## src/rtl/irq_dma_pkg.sv

```systemverilog
package irq_dma_pkg;
  // route codes
  localparam logic [1:0] RT_CPU     = 2'b00;
  localparam logic [1:0] RT_DMA     = 2'b01;
  localparam logic [1:0] RT_DMA_CPU = 2'b11;
  // register selects
  localparam logic [1:0] REG_ROUTE = 2'd0;
  localparam logic [1:0] REG_FORM  = 2'd1;
  localparam logic [1:0] REG_MASK  = 2'd2;
  localparam logic [1:0] REG_FLAG  = 2'd3;

  typedef enum logic [1:0] {
    FORM_SINGLE  = 2'b00,
    FORM_NONSTOP = 2'b01,
    FORM_CONSEC  = 2'b10,
    FORM_CONSEC3 = 2'b11
  } xfer_form_e;
endpackage

```

## src/rtl/irq_src_ctrl.sv

```systemverilog
module irq_src_ctrl
  import irq_dma_pkg::*;
#(
  parameter int N_CH = 4
) (
  input  logic            clk,
  input  logic            rst,
  input  logic            src_in,
  input  logic            wr_hit,
  input  logic [1:0]      wr_reg,
  input  logic [N_CH-1:0] wr_data,
  input  logic [N_CH-1:0] dma_done,
  input  logic [N_CH-1:0] dma_last,
  output logic            act_o,
  output logic [N_CH-1:0] mask_o,
  output logic            flag_o,
  output logic [1:0]      route_o,
  output logic            irq_o
);
  logic            prev_q;
  logic            flag_q, flag_d;
  logic [1:0]      route_q, route_d;
  xfer_form_e      form_q;
  logic [N_CH-1:0] mask_q;
  logic [N_CH-1:0] busy_q, busy_d;
  logic            irq_q;

  logic            rise, multi, per_xfer, idle, hit, act;
  logic            clr_hw, clr_sw, wr_route;
  logic [N_CH-1:0] end_mask;

  always_comb begin
    rise     = src_in & ~prev_q;
    multi    = ($countones(mask_q) > 1);
    per_xfer = form_q[1] | multi;
    idle     = (busy_q == '0);
    hit      = |(dma_done & busy_q);
    act      = flag_q & route_q[0] & idle & (mask_q != '0);
    end_mask = form_q[1] ? (dma_done & dma_last) : dma_done;
    busy_d   = act ? mask_q : (busy_q & ~end_mask);

    clr_hw   = (route_q == RT_DMA) & (per_xfer ? hit : act);
    clr_sw   = wr_hit & (wr_reg == REG_FLAG) & ~wr_data[0];
    flag_d   = rise | (flag_q & ~(clr_hw | clr_sw));

    wr_route = wr_hit & (wr_reg == REG_ROUTE);
    if (wr_route)
      route_d = wr_data[1:0];
    else if (route_q == RT_DMA_CPU && (act || (per_xfer && hit)))
      route_d = RT_CPU;
    else
      route_d = route_q;
  end

  always_ff @(posedge clk) begin
    if (rst) begin
      prev_q  <= 1'b0;
      flag_q  <= 1'b0;
      route_q <= RT_CPU;
      form_q  <= FORM_SINGLE;
      mask_q  <= '0;
      busy_q  <= '0;
      irq_q   <= 1'b0;
    end else begin
      prev_q  <= src_in;
      flag_q  <= flag_d;
      route_q <= route_d;
      busy_q  <= busy_d;
      irq_q   <= flag_d & (route_d == RT_CPU);
      if (wr_hit && wr_reg == REG_FORM) form_q <= xfer_form_e'(wr_data[1:0]);
      if (wr_hit && wr_reg == REG_MASK) mask_q <= wr_data;
    end
  end

  assign act_o   = act;
  assign mask_o  = mask_q;
  assign flag_o  = flag_q;
  assign route_o = route_q;
  assign irq_o   = irq_q;
endmodule

```

## src/rtl/dma_act_merge.sv

```systemverilog
module dma_act_merge #(
  parameter int N_SRC = 4,
  parameter int N_CH  = 4
) (
  input  logic                  clk,
  input  logic                  rst,
  input  logic [N_SRC-1:0]      act,
  input  logic [N_SRC*N_CH-1:0] masks,
  output logic [N_CH-1:0]       dma_act
);
  logic [N_CH-1:0] merged;

  always_comb begin
    merged = '0;
    for (int s = 0; s < N_SRC; s++)
      if (act[s]) merged = merged | masks[s*N_CH +: N_CH];
  end

  always_ff @(posedge clk) begin
    if (rst) dma_act <= '0;
    else     dma_act <= merged;
  end
endmodule

```

## src/rtl/irq_dma_router.sv

```systemverilog
module irq_dma_router
  import irq_dma_pkg::*;
#(
  parameter int N_SRC = 4,
  parameter int N_CH  = 4,
  localparam int SW   = (N_SRC > 1) ? $clog2(N_SRC) : 1
) (
  input  logic               clk,
  input  logic               rst,
  input  logic [N_SRC-1:0]   src_irq,
  input  logic               wr_en,
  input  logic [SW-1:0]      wr_src,
  input  logic [1:0]         wr_reg,
  input  logic [N_CH-1:0]    wr_data,
  input  logic [N_CH-1:0]    dma_done,
  input  logic [N_CH-1:0]    dma_last,
  output logic [N_SRC-1:0]   cpu_irq,
  output logic [N_CH-1:0]    dma_act,
  output logic [N_SRC-1:0]   flag_o,
  output logic [2*N_SRC-1:0] sel_o
);
  logic [N_SRC-1:0]      act;
  logic [N_SRC*N_CH-1:0] masks;
  logic [N_CH-1:0]       mask_union;

  for (genvar s = 0; s < N_SRC; s++) begin : g_src
    logic wr_hit;
    assign wr_hit = wr_en & (wr_src == SW'(s));
    irq_src_ctrl #(.N_CH(N_CH)) u_src (
      .clk      (clk),
      .rst      (rst),
      .src_in   (src_irq[s]),
      .wr_hit   (wr_hit),
      .wr_reg   (wr_reg),
      .wr_data  (wr_data),
      .dma_done (dma_done),
      .dma_last (dma_last),
      .act_o    (act[s]),
      .mask_o   (masks[s*N_CH +: N_CH]),
      .flag_o   (flag_o[s]),
      .route_o  (sel_o[2*s +: 2]),
      .irq_o    (cpu_irq[s])
    );
  end

  always_comb begin
    mask_union = '0;
    for (int s = 0; s < N_SRC; s++) mask_union = mask_union | masks[s*N_CH +: N_CH];
  end

  dma_act_merge #(.N_SRC(N_SRC), .N_CH(N_CH)) u_merge (
    .clk     (clk),
    .rst     (rst),
    .act     (act),
    .masks   (masks),
    .dma_act (dma_act)
  );
endmodule

```

## config.mk

```make
export PLATFORM = sky130hd
export DESIGN_NAME = irq_dma_router
export DESIGN_NICKNAME = d
export VERILOG_FILES = /design/src/rtl/irq_dma_pkg.sv /design/src/rtl/irq_src_ctrl.sv /design/src/rtl/dma_act_merge.sv /design/src/rtl/irq_dma_router.sv
export SDC_FILE = /design/constraint.sdc
export NUM_CORES = 1
export LEC_CHECK = 0
export BUFFER_PORTS_ARGS = -buffer_cell sky130_fd_sc_hd__buf_2
export CORE_ASPECT_RATIO = 1.1
export CORE_MARGIN = 2
export CORE_UTILIZATION = 25
export DETAILED_ROUTE_END_ITERATION = 7
export PLACE_DENSITY = 0.43
export SLEW_MARGIN = 10
export SYNTH_ARGS = -nofsm -noshare
export SYNTH_HDL_FRONTEND = slang
export SYNTH_SLANG_ARGS = --single-unit
```

## constraint.sdc

```tcl
create_clock -name clk -period 4.5 [get_ports clk]
set_input_delay 0.225 -clock clk [delete_from_list [all_inputs] [get_ports clk]]
set_output_delay 0.225 -clock clk [all_outputs]
set_load 0.005 [all_outputs]
```

# After elaboration in Yosys (flattened, before gate mapping)
# Cells that the tools add are included.
# classes
n_addsub	12
order_cmp	4
n_eq_ne	14
n_mux	24
bitwise_logic	81
reduce_logical	38
# ops
op	count
$add A32 B32 Y32	4
$gt A32 B2 Y1 const B	4
$mux W4	12
$and A1 B1 Y1	44
$and A4 B4 Y4	9
$add A1 B1 Y2	8
$eq A2 B2 Y1 const B	8
$logic_and A1 B1 Y1	16
$logic_not A4 Y1	4
$mux W2	8
$not A4 Y4	4
$reduce_bool A4 Y1	4
$reduce_or A4 Y1	4
$eq A2 B1 Y1 const B	6
$logic_not A2 Y1	6
$or A1 B1 Y1	12
$or A4 B4 Y4	3
$not A1 Y1	9
$logic_or A1 B1 Y1	4
$mux W1	4
# totals
register_bits	64
inputBits	23
out_inout_bits	20

# Depth between registers and ports, before layout
# depth
word_depth	11
mapped_depth	8

# Hierarchy
# From an unflattened synthesis, not the netlist that was laid out.
# hier_totals
hier_cells	336
hier_area_um2	3155.5
# modules_own_cells
module	n_inst	cells_per_inst	area_each_um2	seq_area_each_um2
irq_src_ctrl	4	79	739.5	280.3
dma_act_merge	1	16	160.2	80.1
irq_dma_router	1	4	37.5	0.0

# Worst setup path after synthesis
# Ideal clock, no wire load.
# synth_timing
kind	reg2reg
startpoint	reg g_src[1].u_src.mask_q[0]
endpoint	reg g_src[1].u_src.irq_q
t_arrival_ps	2062
slack_ps	2352
stages_incl_launch_ff	9
n_path_buf	0
synth_period_minus_slack_ps	2148
cell_sequence	dfxtp_1 -> inv_1 -> ha_1 -> and2_1 -> fa_1 -> nor3_1 -> a2111oi_0 -> a211o_1 -> a211oi_1
# synth_between
elab_chain_len	11
word_cells_on_any_way	19
cone_classes	2 x add/sub; 1 x order compare; 3 x mux; 8 x bitwise; 5 x reduce/logical
# synth_lines
element	line	rtl
start, declared	irq_src_ctrl.sv:24	logic [N_CH-1:0] mask_q;
start signal, assigned	irq_src_ctrl.sv:71	if (wr_hit && wr_reg == REG_MASK) mask_q <= wr_data;
$add A1 B1 Y2 (implied by the code)	irq_src_ctrl.sv:34	multi = ($countones(mask_q) > 1);
$add A32 B32 Y32 (implied by the code)	irq_src_ctrl.sv:34	
$gt A32 B2 Y1	irq_src_ctrl.sv:34	
$or A1 B1 Y1	irq_src_ctrl.sv:35	per_xfer = form_q[1] | multi;
$mux W1 or $logic_and A1 B1 Y1 (tied branches)	irq_src_ctrl.sv:42, irq_src_ctrl.sv:49	
$and A1 B1 Y1 or $logic_or A1 B1 Y1 (tied branches)	irq_src_ctrl.sv:42, irq_src_ctrl.sv:49	
$or A1 B1 Y1 or $logic_and A1 B1 Y1 (tied branches)	irq_src_ctrl.sv:44, irq_src_ctrl.sv:49	
$not A1 Y1 or $mux W2 (tied branches)	irq_src_ctrl.sv:44, irq_src_ctrl.sv:49	
$and A1 B1 Y1 or $mux W2 (tied branches)	irq_src_ctrl.sv:44, irq_src_ctrl.sv:47	
$or A1 B1 Y1 or $logic_not A2 Y1 (tied branches)	irq_src_ctrl.sv:44, irq_src_ctrl.sv:69	
$and A1 B1 Y1 (*)	irq_src_ctrl.sv:69	irq_q <= flag_d & (route_d == RT_CPU);
end signal, assigned	irq_src_ctrl.sv:69	
end, declared	irq_src_ctrl.sv:26	logic irq_q;
# Mark *: on every way between the ends. The rest lies on a longest branch, timed or not.
# A chain may end at the register's enable or synchronous reset.

# Worst setup path in the final report
# layout_timing
startpoint	reg g_src[1].u_src.mask_q[2]
endpoint	reg g_src[1].u_src.irq_q
# Same word-level chain as after synthesis.

==> report_table.html <==
<table>
<tr><th>Metric</th><th>Value</th></tr>
<tr><th colspan="2">Clock network</th></tr>
<tr><td>Root Buffer Master</td><td>sky130_fd_sc_hd__clkbuf_16</td></tr>
<tr><td>Post-CTS clock slew at the launch and capture registers of the worst setup and hold paths</td><td>0.05 ns</td></tr>
<tr><td>Clock tree from TritonCTS</td><td>yes</td></tr>
<tr><td>Longest Clk Path Bufs</td><td>2</td></tr>
<tr><td>H-Tree Depth</td><td>3</td></tr>
<tr><td>Clock Sinks</td><td>60</td></tr>
<tr><td>Clock latency reported for the late side of the worst-skew pair</td><td>~0.33 ns</td></tr>
<tr><td>Number of CTS-inserted buffers</td><td>9</td></tr>
<tr><td>CTS hold repair buffers</td><td>0</td></tr>
<tr><td>Post_cts resized</td><td>0</td></tr>
<tr><td>Buffers inserted by post-CTS timing repair</td><td>0</td></tr>
<tr><th colspan="2">Final layout</th></tr>
<tr><td>Layout Utilization</td><td>between 30% and 40%</td></tr>
<tr><td>Synthesis-to-layout area growth</td><td>18.8%</td></tr>
<tr><td>Ant diodes</td><td>0</td></tr>
<tr><td>Number of standard cells in the final layout excluding fillers</td><td>between 500 and 600</td></tr>
<tr><td>Number of nets in the layout</td><td>450</td></tr>
<tr><td>Final non-filler cell area</td><td>3780 um^2</td></tr>
<tr><td>Share of cells above drive strength 1</td><td>14.8%</td></tr>
<tr><th colspan="2">Drt</th></tr>
<tr><td>Number of remaining DRC errors</td><td>0</td></tr>
<tr><td>Routed via count</td><td>about 2800</td></tr>
<tr><td>Number of nets still failing antenna checks after routing</td><td>0</td></tr>
<tr><td>Number of DRC markers after the initial detailed-route iteration</td><td>150</td></tr>
<tr><td>Total Wirelength</td><td>9400 um</td></tr>
<tr><td>Detailed-route wire length per cell</td><td>about 17 um</td></tr>
<tr><td>Routed vias/inst</td><td>roughly 5</td></tr>
<tr><td>Router iterations before antenna repair</td><td>4</td></tr>
<tr><th colspan="2">Global routing</th></tr>
<tr><td>Initial antenna violation count</td><td>0</td></tr>
<tr><td>Number of global-route vias before repair</td><td>between 2000 and 3000</td></tr>
<tr><td>Wire length of the first global-routing pass</td><td>approximately 15000 um</td></tr>
<tr><td>Total routing usage reported by global routing</td><td>between 10 and 15%</td></tr>
<tr><td>Pin count of the biggest net entering global routing</td><td>50</td></tr>
<tr><td>Overflow after GRT</td><td>0</td></tr>
<tr><th colspan="2">Die</th></tr>
<tr><td># rows</td><td>43</td></tr>
<tr><td>Chip Width</td><td>approximately 110 um</td></tr>
<tr><td>Core Footprint</td><td>roughly 13000 um^2</td></tr>
<tr><td>Die boundary height</td><td>around 120 um</td></tr>
<tr><td>Area of the die</td><td>13600 um^2</td></tr>
<tr><td>Initial Utilization</td><td>between 20% and 30%</td></tr>
<tr><td>Number of top-level pins</td><td>43</td></tr>
<tr><th colspan="2">Yosys</th></tr>
<tr><td>Sequential area share after synthesis</td><td>between 30 and 40%</td></tr>
<tr><td>Fraction of registers with async set or reset after synthesis</td><td>0%</td></tr>
<tr><td>Register bit total from synthesis</td><td>60</td></tr>
<tr><td>Top cell types by occurrence after synthesis</td><td>sky130_fd_sc_hd__dfxtp_1 (60), sky130_fd_sc_hd__nand2_1 (46), sky130_fd_sc_hd__inv_1 (27), sky130_fd_sc_hd__nor2_1 (26), sky130_fd_sc_hd__a21oi_1 (25)</td></tr>
<tr><td>Dominant synthesized flop cell</td><td>sky130_fd_sc_hd__dfxtp_1</td></tr>
<tr><td>Top-area cell type share of the netlist area</td><td>a little under two fifths</td></tr>
<tr><td>Synthesized cell area</td><td>3180 um^2</td></tr>
<tr><td>Syn nets</td><td>roughly 410</td></tr>
<tr><td>Cells after synthesis</td><td>371</td></tr>
<tr><td>Number of synthesized flops with an enable pin</td><td>0</td></tr>
<tr><td>Synth Area per Inst</td><td>between 8 and 9 um^2</td></tr>
<tr><td>Dominant cell by count in the synthesized netlist</td><td>sky130_fd_sc_hd__dfxtp_1</td></tr>
<tr><td>Cells taking the most area after synthesis</td><td>sky130_fd_sc_hd__dfxtp_1 (38%), sky130_fd_sc_hd__ha_1 (6.3%), sky130_fd_sc_hd__mux2i_1 (5.7%), sky130_fd_sc_hd__nand2_1 (5.4%), sky130_fd_sc_hd__a21oi_1 (3.9%)</td></tr>
<tr><td>Count of unique library cells instantiated by Yosys</td><td>47</td></tr>
<tr><td>Yosys warning count</td><td>0</td></tr>
<tr><td>Library cell with the largest summed area after synthesis</td><td>sky130_fd_sc_hd__dfxtp_1</td></tr>
<tr><th colspan="2">Worst setup path</th></tr>
<tr><td>Critical Path Start Type</td><td>flip-flop</td></tr>
<tr><td>Flop2flop setup slack</td><td>between 2 and 2.5 ns</td></tr>
<tr><td>Beginning of the worst register-to-register path</td><td>g_src[1].u_src.mask_o[2]$_SDFFE_PP0P_</td></tr>
<tr><td>Data required, critical path</td><td>around 4.7 ns</td></tr>
<tr><td>Arrival time at the worst endpoint</td><td>between 2 and 3 ns</td></tr>
<tr><td>Max FO, Critical Path</td><td>4</td></tr>
<tr><td>Worst setup EP type</td><td>flip-flop</td></tr>
<tr><td>Timing startpoint of the critical path</td><td>g_src[1].u_src.mask_o[2]$_SDFFE_PP0P_</td></tr>
<tr><td>Critical setup path kind</td><td>reg2reg</td></tr>
<tr><th colspan="2">Power and ir drop</th></tr>
<tr><td>Design Power</td><td>1.30 mW</td></tr>
<tr><td>Pleak</td><td>approximately 1.5 nW</td></tr>
<tr><td>PwrDens</td><td>approximately 340 nW/um^2</td></tr>
<tr><td>Max IR drop VDD</td><td>~0.18 mV</td></tr>
<tr><th colspan="2">Timing</th></tr>
<tr><td>Unrepaired setup endpoints after global routing</td><td>false</td></tr>
<tr><td>Count of pins over their slew limit</td><td>0</td></tr>
<tr><td>Worst setup slack after layout</td><td>around 2.1 ns</td></tr>
<tr><td>Final Hold Viols</td><td>0</td></tr>
<tr><td>Worst slew margin relative to its limit</td><td>60.3%</td></tr>
<tr><td>Worst slew pin tran</td><td>0.590 ns</td></tr>
<tr><td>Setup_tns</td><td>0 ns</td></tr>
<tr><td>Final Setup Violations</td><td>0</td></tr>
<tr><td>Fin crit period</td><td>approximately 2.4 ns</td></tr>
<tr><td>Tightest hold margin</td><td>roughly 0.14 ns</td></tr>
<tr><td>Upper clock frequency limit</td><td>between 400 and 500 MHz</td></tr>
<tr><td>Final period utilization</td><td>between 50 and 60%</td></tr>
<tr><td>Final worst clock skew</td><td>~0.0046 ns</td></tr>
<tr><th colspan="2">Place</th></tr>
<tr><td>Routability congestion estimate from global placement</td><td>approximately 0.9</td></tr>
<tr><td>Cell Area, Placed</td><td>3500 um^2</td></tr>
<tr><td>Setup WS pre-CTS</td><td>~2.1 ns</td></tr>
<tr><td>Total placed cells including tap cells</td><td>~550</td></tr>
<tr><td>Number of buffers inserted by port buffering</td><td>between 40 and 50</td></tr>
<tr><td>Estimated wirelength of the detail-placed design</td><td>~7000 um</td></tr>
<tr><th colspan="2">Outcome</th></tr>
<tr><td>Result of the run</td><td>complete, no violations</td></tr>
<tr><th colspan="2">Worst hold path</th></tr>
<tr><td>Worst Hold Class</td><td>in2reg</td></tr>
<tr><td>Worst hold start</td><td>src_irq[2]</td></tr>
<tr><th colspan="2">Flow run</th></tr>
<tr><td>Reported max-cap violation count</td><td>0</td></tr>
</table>
-- path summary, 6_finish.rpt --
check / to / cells past startpoint
worst min-delay path: g_src[2].u_src.prev_q$_SDFF_PP0_ / 2
worst max-delay path: g_src[1].u_src.irq_o$_SDFF_PP0_ / 8
worst max register to register: g_src[1].u_src.irq_o$_SDFF_PP0_ / 8
worst min register to register: g_src[2].u_src.busy_q[1]$_SDFF_PP0_ / 2
-- final cells by class --
class | count | area [um^2]
Fill cell | 1351 | 8760
Sequential cell | 60 | 1200
Clock inverter | 1 | 5.00
Multi-Input combinational cell | 266 | 1780
Inverter | 27 | 101
Clock buffer | 15 | 278
Timing Repair Buffer | 43 | 218
Tap cell | 157 | 196
-- state kept, by name, summed over array words and instances, names as in the netlist --
| signal | count |
|---|---|
| g_src.u_src.busy_q | 16 |
| g_src.u_src.mask_o | 16 |
| g_src.u_src.route_o | 8 |
| g_src.u_src.flag_o | 4 |
| g_src.u_src.form_q | 4 |
| g_src.u_src.irq_o | 4 |
| g_src.u_src.prev_q | 4 |
| u_merge.dma_act | 4 |
-- routing by layer --
metal / global-route usage (%) / up-vias / part of all wire [%]
li1: - / 1383 / -
met1: 19.5 / 1325 / 47
met2: 23.4 / 70 / 47
met3: 2.77 / 14 / 4.2
met4: 5.48 / 0 / 1.9
met5: 0 / - / 0
-- logic make-up after synthesis --
| family | count (synthesis) | synth area share, % |
|---|---|---|
| and+or+nand+nor | 135 | 22.0 |
| AOI/OAI and AO/OA | 93 | 19.5 |
| DFF | 60 | 37.8 |
| buffers and inverters | 45 | 6.29 |
| adders and majority gates | 20 | 8.81 |
| muxes | 18 | 5.66 |
-- cell usage in the layout, fill, tap and decap left out, types with 4 or more instances in the layout --
cell type,Yosys,layout
sky130_fd_sc_hd__and2_1,11,11
sky130_fd_sc_hd__nor2_1,26,26
sky130_fd_sc_hd__ha_1,16,16
sky130_fd_sc_hd__o21ai_0,21,21
sky130_fd_sc_hd__dfxtp_1,60,60
sky130_fd_sc_hd__o41ai_1,5,5
sky130_fd_sc_hd__buf_2,1,42
sky130_fd_sc_hd__a22oi_1,8,8
sky130_fd_sc_hd__fa_1,4,4
sky130_fd_sc_hd__and3_1,4,4
sky130_fd_sc_hd__nor3_1,6,6
sky130_fd_sc_hd__nand2b_1,8,8
sky130_fd_sc_hd__a211oi_1,7,7
sky130_fd_sc_hd__inv_1,27,27
sky130_fd_sc_hd__a41oi_1,6,6
sky130_fd_sc_hd__nand2_1,46,46
sky130_fd_sc_hd__a21oi_1,25,25
sky130_fd_sc_hd__clkbuf_16,0,9
sky130_fd_sc_hd__mux2i_1,18,18
sky130_fd_sc_hd__nor2b_1,13,13
-- critical path: stages, from the launching register on --
cell                        delay, ns
sky130_fd_sc_hd__dfxtp_1         0.38
sky130_fd_sc_hd__inv_1           0.06
sky130_fd_sc_hd__ha_1            0.28
sky130_fd_sc_hd__and2_1          0.15
sky130_fd_sc_hd__fa_1            0.42
sky130_fd_sc_hd__nor3_1          0.39
sky130_fd_sc_hd__a2111oi_0       0.14
sky130_fd_sc_hd__a211o_1         0.32
sky130_fd_sc_hd__a211oi_1        0.21
-- power breakdown --
| part | internal (mW) | leakage (nW) | switching, mW |
|---|---|---|---|
| combinational | 0.0331 | 0.831 | 0.0564 |
| sequential | 0.544 | 0.487 | 0.00882 |
| clock | 0.417 | 0.140 | 0.235 |
| total | 0.995 | 1.46 | 0.300 |
Note: power is estimated with default switching activity, not from simulation.
